===== config.mk =====
export PLATFORM = sky130hd
export DESIGN_NAME = seqmul_top
export DESIGN_NICKNAME = d
export VERILOG_FILES = /design/src/rtl/seqmul_pkg.sv /design/src/rtl/seqmul_rstsync.sv /design/src/rtl/seqmul_ctrl.sv /design/src/rtl/seqmul_acc.sv /design/src/rtl/seqmul_shreg.sv /design/src/rtl/seqmul_top.sv
export SDC_FILE = /design/constraint.sdc
export NUM_CORES = 1
export LEC_CHECK = 0
export CAP_MARGIN = 30
export CORE_MARGIN = 3
export CORE_UTILIZATION = 45
export DETAILED_ROUTE_END_ITERATION = 10
export PLACE_DENSITY = 0.71
export SLEW_MARGIN = 20
export SYNTH_ARGS = -nofsm -noshare
export SYNTH_HDL_FRONTEND = slang
export SYNTH_HIERARCHICAL = 1
export SYNTH_SLANG_ARGS = --single-unit

===== constraint.sdc =====
create_clock -name clk -period 1.1 [get_ports clk]
set_input_delay 0.22 -clock clk [delete_from_list [all_inputs] [get_ports clk]]
set_output_delay 0.22 -clock clk [all_outputs]
set_load 0.005 [all_outputs]

===== src/rtl/seqmul_pkg.sv =====
package seqmul_pkg;
  typedef enum logic [1:0] {
    ST_IDLE    = 2'd0,
    ST_TEST    = 2'd1,
    ST_POSTADD = 2'd2
  } seqmul_state_e;
endpackage


===== src/rtl/seqmul_rstsync.sv =====
module seqmul_rstsync #(
  parameter int STAGES = 2
) (
  input  logic clk,
  input  logic rst_n,
  output logic rst_sync_n
);
  logic [STAGES-1:0] sync_q;

  always_ff @(posedge clk or negedge rst_n) begin
    if (!rst_n) sync_q <= '0;
    else        sync_q <= {sync_q[STAGES-2:0], 1'b1};
  end

  assign rst_sync_n = sync_q[STAGES-1];
endmodule


===== src/rtl/seqmul_ctrl.sv =====
module seqmul_ctrl
  import seqmul_pkg::*;
#(
  parameter int N = 4
) (
  input  logic clk,
  input  logic rst_n,
  input  logic start,
  input  logic q_lsb,
  output logic load_o,
  output logic add_o,
  output logic shift_o,
  output logic done_o
);
  localparam int CW = (N > 1) ? $clog2(N) : 1;
  localparam logic [CW-1:0] LAST = CW'(N - 1);
  localparam int BW = $clog2(2 * N + 2) + 1;

  seqmul_state_e state_q, state_d;
  logic [CW-1:0] cnt_q, cnt_d;
  logic          cnt_en;
  logic          last_shift;

  assign last_shift = (cnt_q == LAST);

  always_comb begin
    state_d = state_q;
    load_o  = 1'b0;
    add_o   = 1'b0;
    shift_o = 1'b0;
    done_o  = 1'b0;
    unique case (state_q)
      ST_IDLE: begin
        done_o = 1'b1;
        if (start) begin
          load_o  = 1'b1;
          state_d = ST_TEST;
        end
      end
      ST_TEST: begin
        if (q_lsb) begin
          add_o   = 1'b1;
          state_d = ST_POSTADD;
        end else begin
          shift_o = 1'b1;
          state_d = last_shift ? ST_IDLE : ST_TEST;
        end
      end
      ST_POSTADD: begin
        shift_o = 1'b1;
        state_d = last_shift ? ST_IDLE : ST_TEST;
      end
      default: state_d = ST_IDLE;
    endcase
  end

  always_comb begin
    cnt_en = load_o | shift_o;
    cnt_d  = cnt_q;
    if (load_o)       cnt_d = '0;
    else if (shift_o) cnt_d = cnt_q + CW'(1);
  end

  always_ff @(posedge clk or negedge rst_n) begin
    if (!rst_n) state_q <= ST_IDLE;
    else        state_q <= state_d;
  end

  always_ff @(posedge clk or negedge rst_n) begin
    if (!rst_n)      cnt_q <= '0;
    else if (cnt_en) cnt_q <= cnt_d;
  end

  // busy-cycle tracker for the latency bound
  logic [BW-1:0] busy_q;
  always_ff @(posedge clk or negedge rst_n) begin
    if (!rst_n)      busy_q <= '0;
    else if (done_o) busy_q <= '0;
    else             busy_q <= busy_q + BW'(1);
  end

  AST_BUSY_BOUND: assert property (@(posedge clk) disable iff (!rst_n)
    busy_q <= BW'(2 * N));
  AST_START_IGNORED: assert property (@(posedge clk) disable iff (!rst_n)
    (state_q != ST_IDLE) |-> !load_o);
  AST_ONE_CMD: assert property (@(posedge clk) disable iff (!rst_n)
    $onehot0({load_o, add_o, shift_o}));
  AST_FINISH_COUNT: assert property (@(posedge clk) disable iff (!rst_n)
    (!done_o && state_d == ST_IDLE) |-> (cnt_q == LAST));
endmodule


===== src/rtl/seqmul_acc.sv =====
module seqmul_acc #(
  parameter int N = 4
) (
  input  logic         clk,
  input  logic         rst_n,
  input  logic         clear,
  input  logic         add_en,
  input  logic         shift_en,
  input  logic [N-1:0] addend,
  output logic [N:0]   acc_o
);
  logic [N:0] acc_q, acc_d;
  logic       acc_en;

  always_comb begin
    acc_en = clear | add_en | shift_en;
    acc_d  = acc_q;
    if (clear)         acc_d = '0;
    else if (add_en)   acc_d = acc_q + {1'b0, addend};
    else if (shift_en) acc_d = {1'b0, acc_q[N:1]};
  end

  always_ff @(posedge clk or negedge rst_n) begin
    if (!rst_n)      acc_q <= '0;
    else if (acc_en) acc_q <= acc_d;
  end

  assign acc_o = acc_q;

  AST_NO_WRAP: assert property (@(posedge clk) disable iff (!rst_n)
    add_en |=> (acc_q >= $past(acc_q)));
endmodule


===== src/rtl/seqmul_shreg.sv =====
module seqmul_shreg #(
  parameter int W = 4,
  parameter bit SHIFTABLE = 1'b1
) (
  input  logic         clk,
  input  logic         rst_n,
  input  logic         load,
  input  logic         shift_en,
  input  logic         ser_in,
  input  logic [W-1:0] din,
  output logic [W-1:0] dout
);
  logic [W-1:0] reg_q, reg_d;
  logic         reg_en;

  generate
    if (SHIFTABLE) begin : g_shift
      always_comb begin
        reg_en = load | shift_en;
        reg_d  = load ? din : {ser_in, reg_q[W-1:1]};
      end
    end else begin : g_hold
      logic unused_in;
      assign unused_in = shift_en ^ ser_in;
      always_comb begin
        reg_en = load;
        reg_d  = din;
      end
    end
  endgenerate

  always_ff @(posedge clk or negedge rst_n) begin
    if (!rst_n)      reg_q <= '0;
    else if (reg_en) reg_q <= reg_d;
  end

  assign dout = reg_q;
endmodule


===== src/rtl/seqmul_top.sv =====
module seqmul_top #(
  parameter int N = 4
) (
  input  logic           clk,
  input  logic           rst_n,
  input  logic           start,
  input  logic [N-1:0]   mcand,
  input  logic [N-1:0]   mplier,
  output logic [2*N-1:0] product,
  output logic           done
);
  logic         rst_sync_n;
  logic         load, add, shift;
  logic [N:0]   acc;
  logic [N-1:0] mreg, qreg;

  seqmul_rstsync #(.STAGES(2)) i_rstsync (
    .clk        (clk),
    .rst_n      (rst_n),
    .rst_sync_n (rst_sync_n)
  );

  seqmul_ctrl #(.N(N)) i_ctrl (
    .clk     (clk),
    .rst_n   (rst_sync_n),
    .start   (start),
    .q_lsb   (qreg[0]),
    .load_o  (load),
    .add_o   (add),
    .shift_o (shift),
    .done_o  (done)
  );

  seqmul_shreg #(.W(N), .SHIFTABLE(1'b0)) i_mreg (
    .clk      (clk),
    .rst_n    (rst_sync_n),
    .load     (load),
    .shift_en (1'b0),
    .ser_in   (1'b0),
    .din      (mcand),
    .dout     (mreg)
  );

  seqmul_shreg #(.W(N), .SHIFTABLE(1'b1)) i_qreg (
    .clk      (clk),
    .rst_n    (rst_sync_n),
    .load     (load),
    .shift_en (shift),
    .ser_in   (acc[0]),
    .din      (mplier),
    .dout     (qreg)
  );

  seqmul_acc #(.N(N)) i_acc (
    .clk      (clk),
    .rst_n    (rst_sync_n),
    .clear    (load),
    .add_en   (add),
    .shift_en (shift),
    .addend   (mreg),
    .acc_o    (acc)
  );

  assign product = {acc[N-1:0], qreg};

  AST_LOAD_INIT: assert property (@(posedge clk) disable iff (!rst_sync_n)
    load |=> (acc == '0) && (qreg == $past(mplier)) && (mreg == $past(mcand)));
  AST_ADD_ONLY_ON_ONE: assert property (@(posedge clk) disable iff (!rst_sync_n)
    add |-> qreg[0]);
  AST_SHIFT_CHAIN: assert property (@(posedge clk) disable iff (!rst_sync_n)
    shift |=> (acc[N] == 1'b0) && (qreg[N-1] == $past(acc[0])));
  AST_IDLE_HOLD: assert property (@(posedge clk) disable iff (!rst_sync_n)
    (done && $past(done)) |-> $stable(product));
endmodule


* Word level (Yosys, flattened, before mapping)
Cells that the tools add are included.
W data, S select, Z words.
** Word-level totals
- Flip-flop bits (word level) :: 19
- Input bits :: 11
- Output and inout bits :: 9
- Word-level logic and storage cells :: 37
** Cells by class
- Add/sub/neg operators :: 2
- Equality and inequality tests :: 4
- Mux-type cells :: 17
- Bitwise logic cells :: 3
- Reductions and logical operators :: 5
** Operators by type and width (number)
- $mux W5 :: 3
- $mux W2 :: 4
- $mux W1 :: 7
- $pmux W2 S3 :: 1
- $add A5 B4 Y5 :: 1
- $eq A2 B2 Y1 const B :: 2
- $mux W4 :: 1
- $reduce_and A2 Y1 :: 2
- $or A1 B1 Y1 :: 3
- $reduce_bool A3 Y1 :: 1
- $add A2 B1 Y2 const B :: 1
- $eq A2 B1 Y1 const B :: 1
- $logic_not A2 Y1 :: 1
- $ne A2 B2 Y1 const B :: 1
- $pmux W1 S2 :: 1
- $reduce_bool A2 Y1 :: 1

* Logic depth before layout (Yosys ltp)
- Depth in word-level cells :: 5
- Depth in mapped cells :: 7
- Mapped depth without buffers :: 7

* Modules after synthesis
Netlist, hierarchy kept.
** Modules (own cells, without submodules)
- seqmul_acc :: instances 1, cells an instance 36, area each 369.1 um^2
- seqmul_ctrl :: instances 1, cells an instance 30, area each 292.8 um^2
- seqmul_shreg (i_qreg) :: instances 1, cells an instance 17, area each 186.4 um^2
- seqmul_shreg (i_mreg) :: instances 1, cells an instance 8, area each 145.1 um^2
- seqmul_rstsync :: instances 1, cells an instance 3, area each 53.8 um^2
- seqmul_top :: instances 1, cells an instance 1, area each 3.8 um^2

* Worst setup path after synthesis
No wires, ideal clock.
- Path kind :: reg2reg
- Start :: register i_ctrl.state_q[0]
- End :: register i_mreg.reg_q[0] (netlist: i_mreg/dout[0])
- Data arrival time :: 1.506 ns
- Slack :: -0.531 ns
- Stages on the path, launching flop included :: 6
- Path buffers :: 0
- Period minus slack after synthesis :: 1.631 ns
- Cell sequence :: dfrtp_1 inv_1 ha_1 nand2_1 inv_1 mux2_2
** Between the ends
- Longest elaborated chain between the ends :: 2
** RTL lines
- start: declaration :: line seqmul_ctrl.sv:19 : seqmul_state_e state_q, state_d;
- start signal: assignment :: line seqmul_ctrl.sv:66 : else state_q <= state_d;
- $logic_not A2 Y1 :: line seqmul_ctrl.sv:32 : unique case (state_q)
- $mux W1 :: line seqmul_ctrl.sv:32
- named net load :: line seqmul_top.sv:13 : logic load, add, shift;
- end signal: assignment :: line seqmul_shreg.sv:34 : else if (reg_en) reg_q <= reg_d;
- end: declaration :: line seqmul_shreg.sv:13 : logic [W-1:0] reg_q, reg_d;
The timed path passes the listed nets, and every way through them passes these cells.
A chain may end at the register's enable or synchronous reset.

* Final worst setup path
- Start :: register i_ctrl.state_q[0]
- End :: register i_acc.acc_q[0] (netlist: i_acc/acc_o[0])
** Between the ends
- Elaborated cells on any way between the ends :: 12
** RTL lines
- $eq A2 B2 Y1 or $eq A2 B1 Y1 (tied branches) :: line seqmul_ctrl.sv:32
- $pmux W1 S2 * :: line seqmul_ctrl.sv:32
- named net shift :: line seqmul_top.sv:13
- $reduce_bool A3 Y1 (no source line) or $or A1 B1 Y1 (tied branches)
- $reduce_and A2 Y1 (no source line) *
- end signal: assignment :: line seqmul_acc.sv:24 : if (!rst_n) acc_q <= '0;
- end signal: assignment :: line seqmul_acc.sv:25 : else if (acc_en) acc_q <= acc_d;
- end: declaration :: line seqmul_acc.sv:12 : logic [N:0] acc_q, acc_d;
Mark *: on every way through the listed nets, which the timed path passes. The rest lies on a longest branch.

==> flow_metrics.env <==
export IMPL_hpwlAfterDp_mm=1.64
export IMPL_finalHoldViolCount=0
export IMPL_htree_levels=1
export IMPL_diodes=0
export IMPL_cp_startpoint="i_ctrl/state_q[0]"
export IMPL_p_leak_uw=0.000793
export IMPL_status="finished with violations"
export IMPL_timing_rr_end="i_acc/acc_o[0]"
export IMPL_grt_max_degree=12
export IMPL_setup_viol=23
export IMPL_vias_per_cell=5.23
export IMPL_startpoint_type="register"
export IMPL_antenna_found_initial=0
export IMPL_ctsLongestPathBuffers=2
export IMPL_crit_type="register to register"
export IMPL_die_x_um=54.2
export IMPL_detail_route_antenna_nets=0
export IMPL_vias=962
export IMPL_first_pass_iters=4
export IMPL_slew_viol_final=0
export IMPL_io_pin_count=20
export IMPL_min_period_over_period=1.46
export IMPL_fin_cells=184
export IMPL_holdCritPathClass="input port to asynchronous set/reset pin"
export IMPL_rsz0062_at_grt="yes"
export IMPL_final_common_cell="buf_4"
export IMPL_vdd_drop_max_mv=1.68
export IMPL_reg2reg_depth=7
export IMPL_tritoncts="done"
export IMPL_fp_row_count=16
export IMPL_syn_num_nets=115
export IMPL_die_h_um=54.2
export IMPL_start_util=0.503
export IMPL_cp_required_ns=1.31
export IMPL_grt_usage=0.197
export IMPL_drt_iter0_markers=20
export IMPL_clockRootBuffer="clkbuf_4"
export IMPL_avgSynthCellArea_um2=11.1
export IMPL_nets=179
export IMPL_clock_fmax_mhz=621
export IMPL_yosysWarnings=6
export IMPL_grt_pass1_wl_mm=4.07
export IMPL_grt_pass1_vias=942
export IMPL_drt_total_wl_mm=2.89
export IMPL_overflow=0
export IMPL_crit_path_end_kind="register"
export IMPL_path_clk_slew_ns=0.11
export IMPL_synth_cells=94
export IMPL_drive_above_1_share=0.516
export IMPL_arrival_ns=1.82
export IMPL_numCtsBuffers=3
export IMPL_fin_crit_ns=1.61
export IMPL_holdBufCountCts=0
export IMPL_failed_checks="negative setup slack"
export IMPL_avgRoutedWirePerCell_um=15.7
export IMPL_layout_common_cells="33 x buf_4, 19 x dfrtp_1, 14 x buf_6, 13 x nand2_1, 10 x clkdlybuf4s50_1"
export IMPL_r2r_slack_ns=-0.51
export IMPL_rr_startpoint="i_ctrl/state_q[0]"
export IMPL_clk_latency_ns=0.31
export IMPL_worst_slack_ns=-0.510
export IMPL_final_setup_skew_ns=0.00464
export IMPL_maxCapViolCount=0
export IMPL_netlist_area_mm2=0.00105
export IMPL_crit_fanout=7
export IMPL_place_congestion=0.794
export IMPL_drc=0
export IMPL_fp_coreArea_mm2=0.00208
export IMPL_io_buffers=19
export IMPL_die_area_mm2=0.00294
export IMPL_syn2layout_area_growth_pct=63.4
export IMPL_finish_utilization=0.822
export IMPL_clock_sinks=19
export IMPL_dp_cells=160
export IMPL_powerDensity_mw_per_mm2=2620
[power by group]
part | internal [uW] | leakage, uW | switching (uW) | total (uW)
Combinational | 1720 | 0.000537 | 1230 | 2960
Sequential | 965 | 0.000238 | 195 | 1160
Clock | 136 | 0.0000177 | 227 | 363
[registers in the layout, summed over array words and instances (netlist names)]
name / cells
i_mreg/dout: 4
i_qreg/dout: 4
i_ctrl/cnt_q: 2
i_rstsync/sync_q: 2
i_ctrl/state_q: 2
i_acc/acc_o: 5
[area by class of cell]
| cell class | instances | area (um2) |
|---|---|---|
| fill | 124 | 370 |
| tap | 27 | 33.8 |
| sequential | 19 | 475 |
| multi-input combinational | 70 | 636 |
| clock inverter | 1 | 5.00 |
| inverter | 4 | 18.8 |
| timing repair buffer | 60 | 520 |
| clock buffer | 3 | 22.5 |
[through the flow]
stage / hold slack [ns] / setup WS, ns / cell area [um2] / total power, uW / TNS [ns]
5_1_grt: 0.0280 / -0.554 / 1710 / 4780 / -8.37
3_3_place_gp: 0.170 / -0.451 / 1450 / 3270 / -6.30
3_5_place_dp: 0.171 / -0.452 / 1450 / 3310 / -6.93
6_report: 0.0503 / -0.510 / 1710 / 4480 / -7.49
4_1_cts: 0.0480 / -0.465 / 1660 / 4190 / -6.49
2_1_floorplan: -0.0756 / -0.381 / 1080 / 2410 / -4.64
[timing repair]
| action | 4_1_cts | 5_1_grt |
|---|---|---|
| resized for setup | 58 | 7 |
| gates cloned | 0 | 0 |
| setup endpoints to repair | 26 | 23 |
| pin swaps | 12 | 3 |
| setup buffers | 16 | 6 |
[critical path: stages (launching register included)]
cell     delay, ns
dfrtp_1       0.44
buf_6         0.14
ha_4          0.15
nor2b_4       0.12
o21a_4        0.23
mux2_4        0.31
nand2_2       0.08
a21oi_2       0.05
[how the worst max path moves through the flow]
stage,to,slack (ns),cells past startpoint
floorplan,i_acc/acc_o[0],-0.38,7
global placement,i_acc/acc_o[2],-0.45,5
detailed placement,i_acc/acc_o[2],-0.45,5
CTS,i_acc/acc_o[3],-0.47,6
global route,i_acc/acc_o[3],-0.55,6
finish,i_acc/acc_o[0],-0.51,7
[metal layers]
| metal | wire (um) | share of wire | up-vias | GRT usage |
|---|---|---|---|---|
| li1 | - | - | 453 | - |
| met1 | 1200 | 0.42 | 475 | 0.237 |
| met2 | 1520 | 0.53 | 26 | 0.351 |
| met3 | 103 | 0.036 | 8 | 0.0327 |
| met4 | 61 | 0.021 | 0 | 0.0747 |
| met5 | 0 | 0 | - | 0 |
Power figures use the tool's default switching activity.
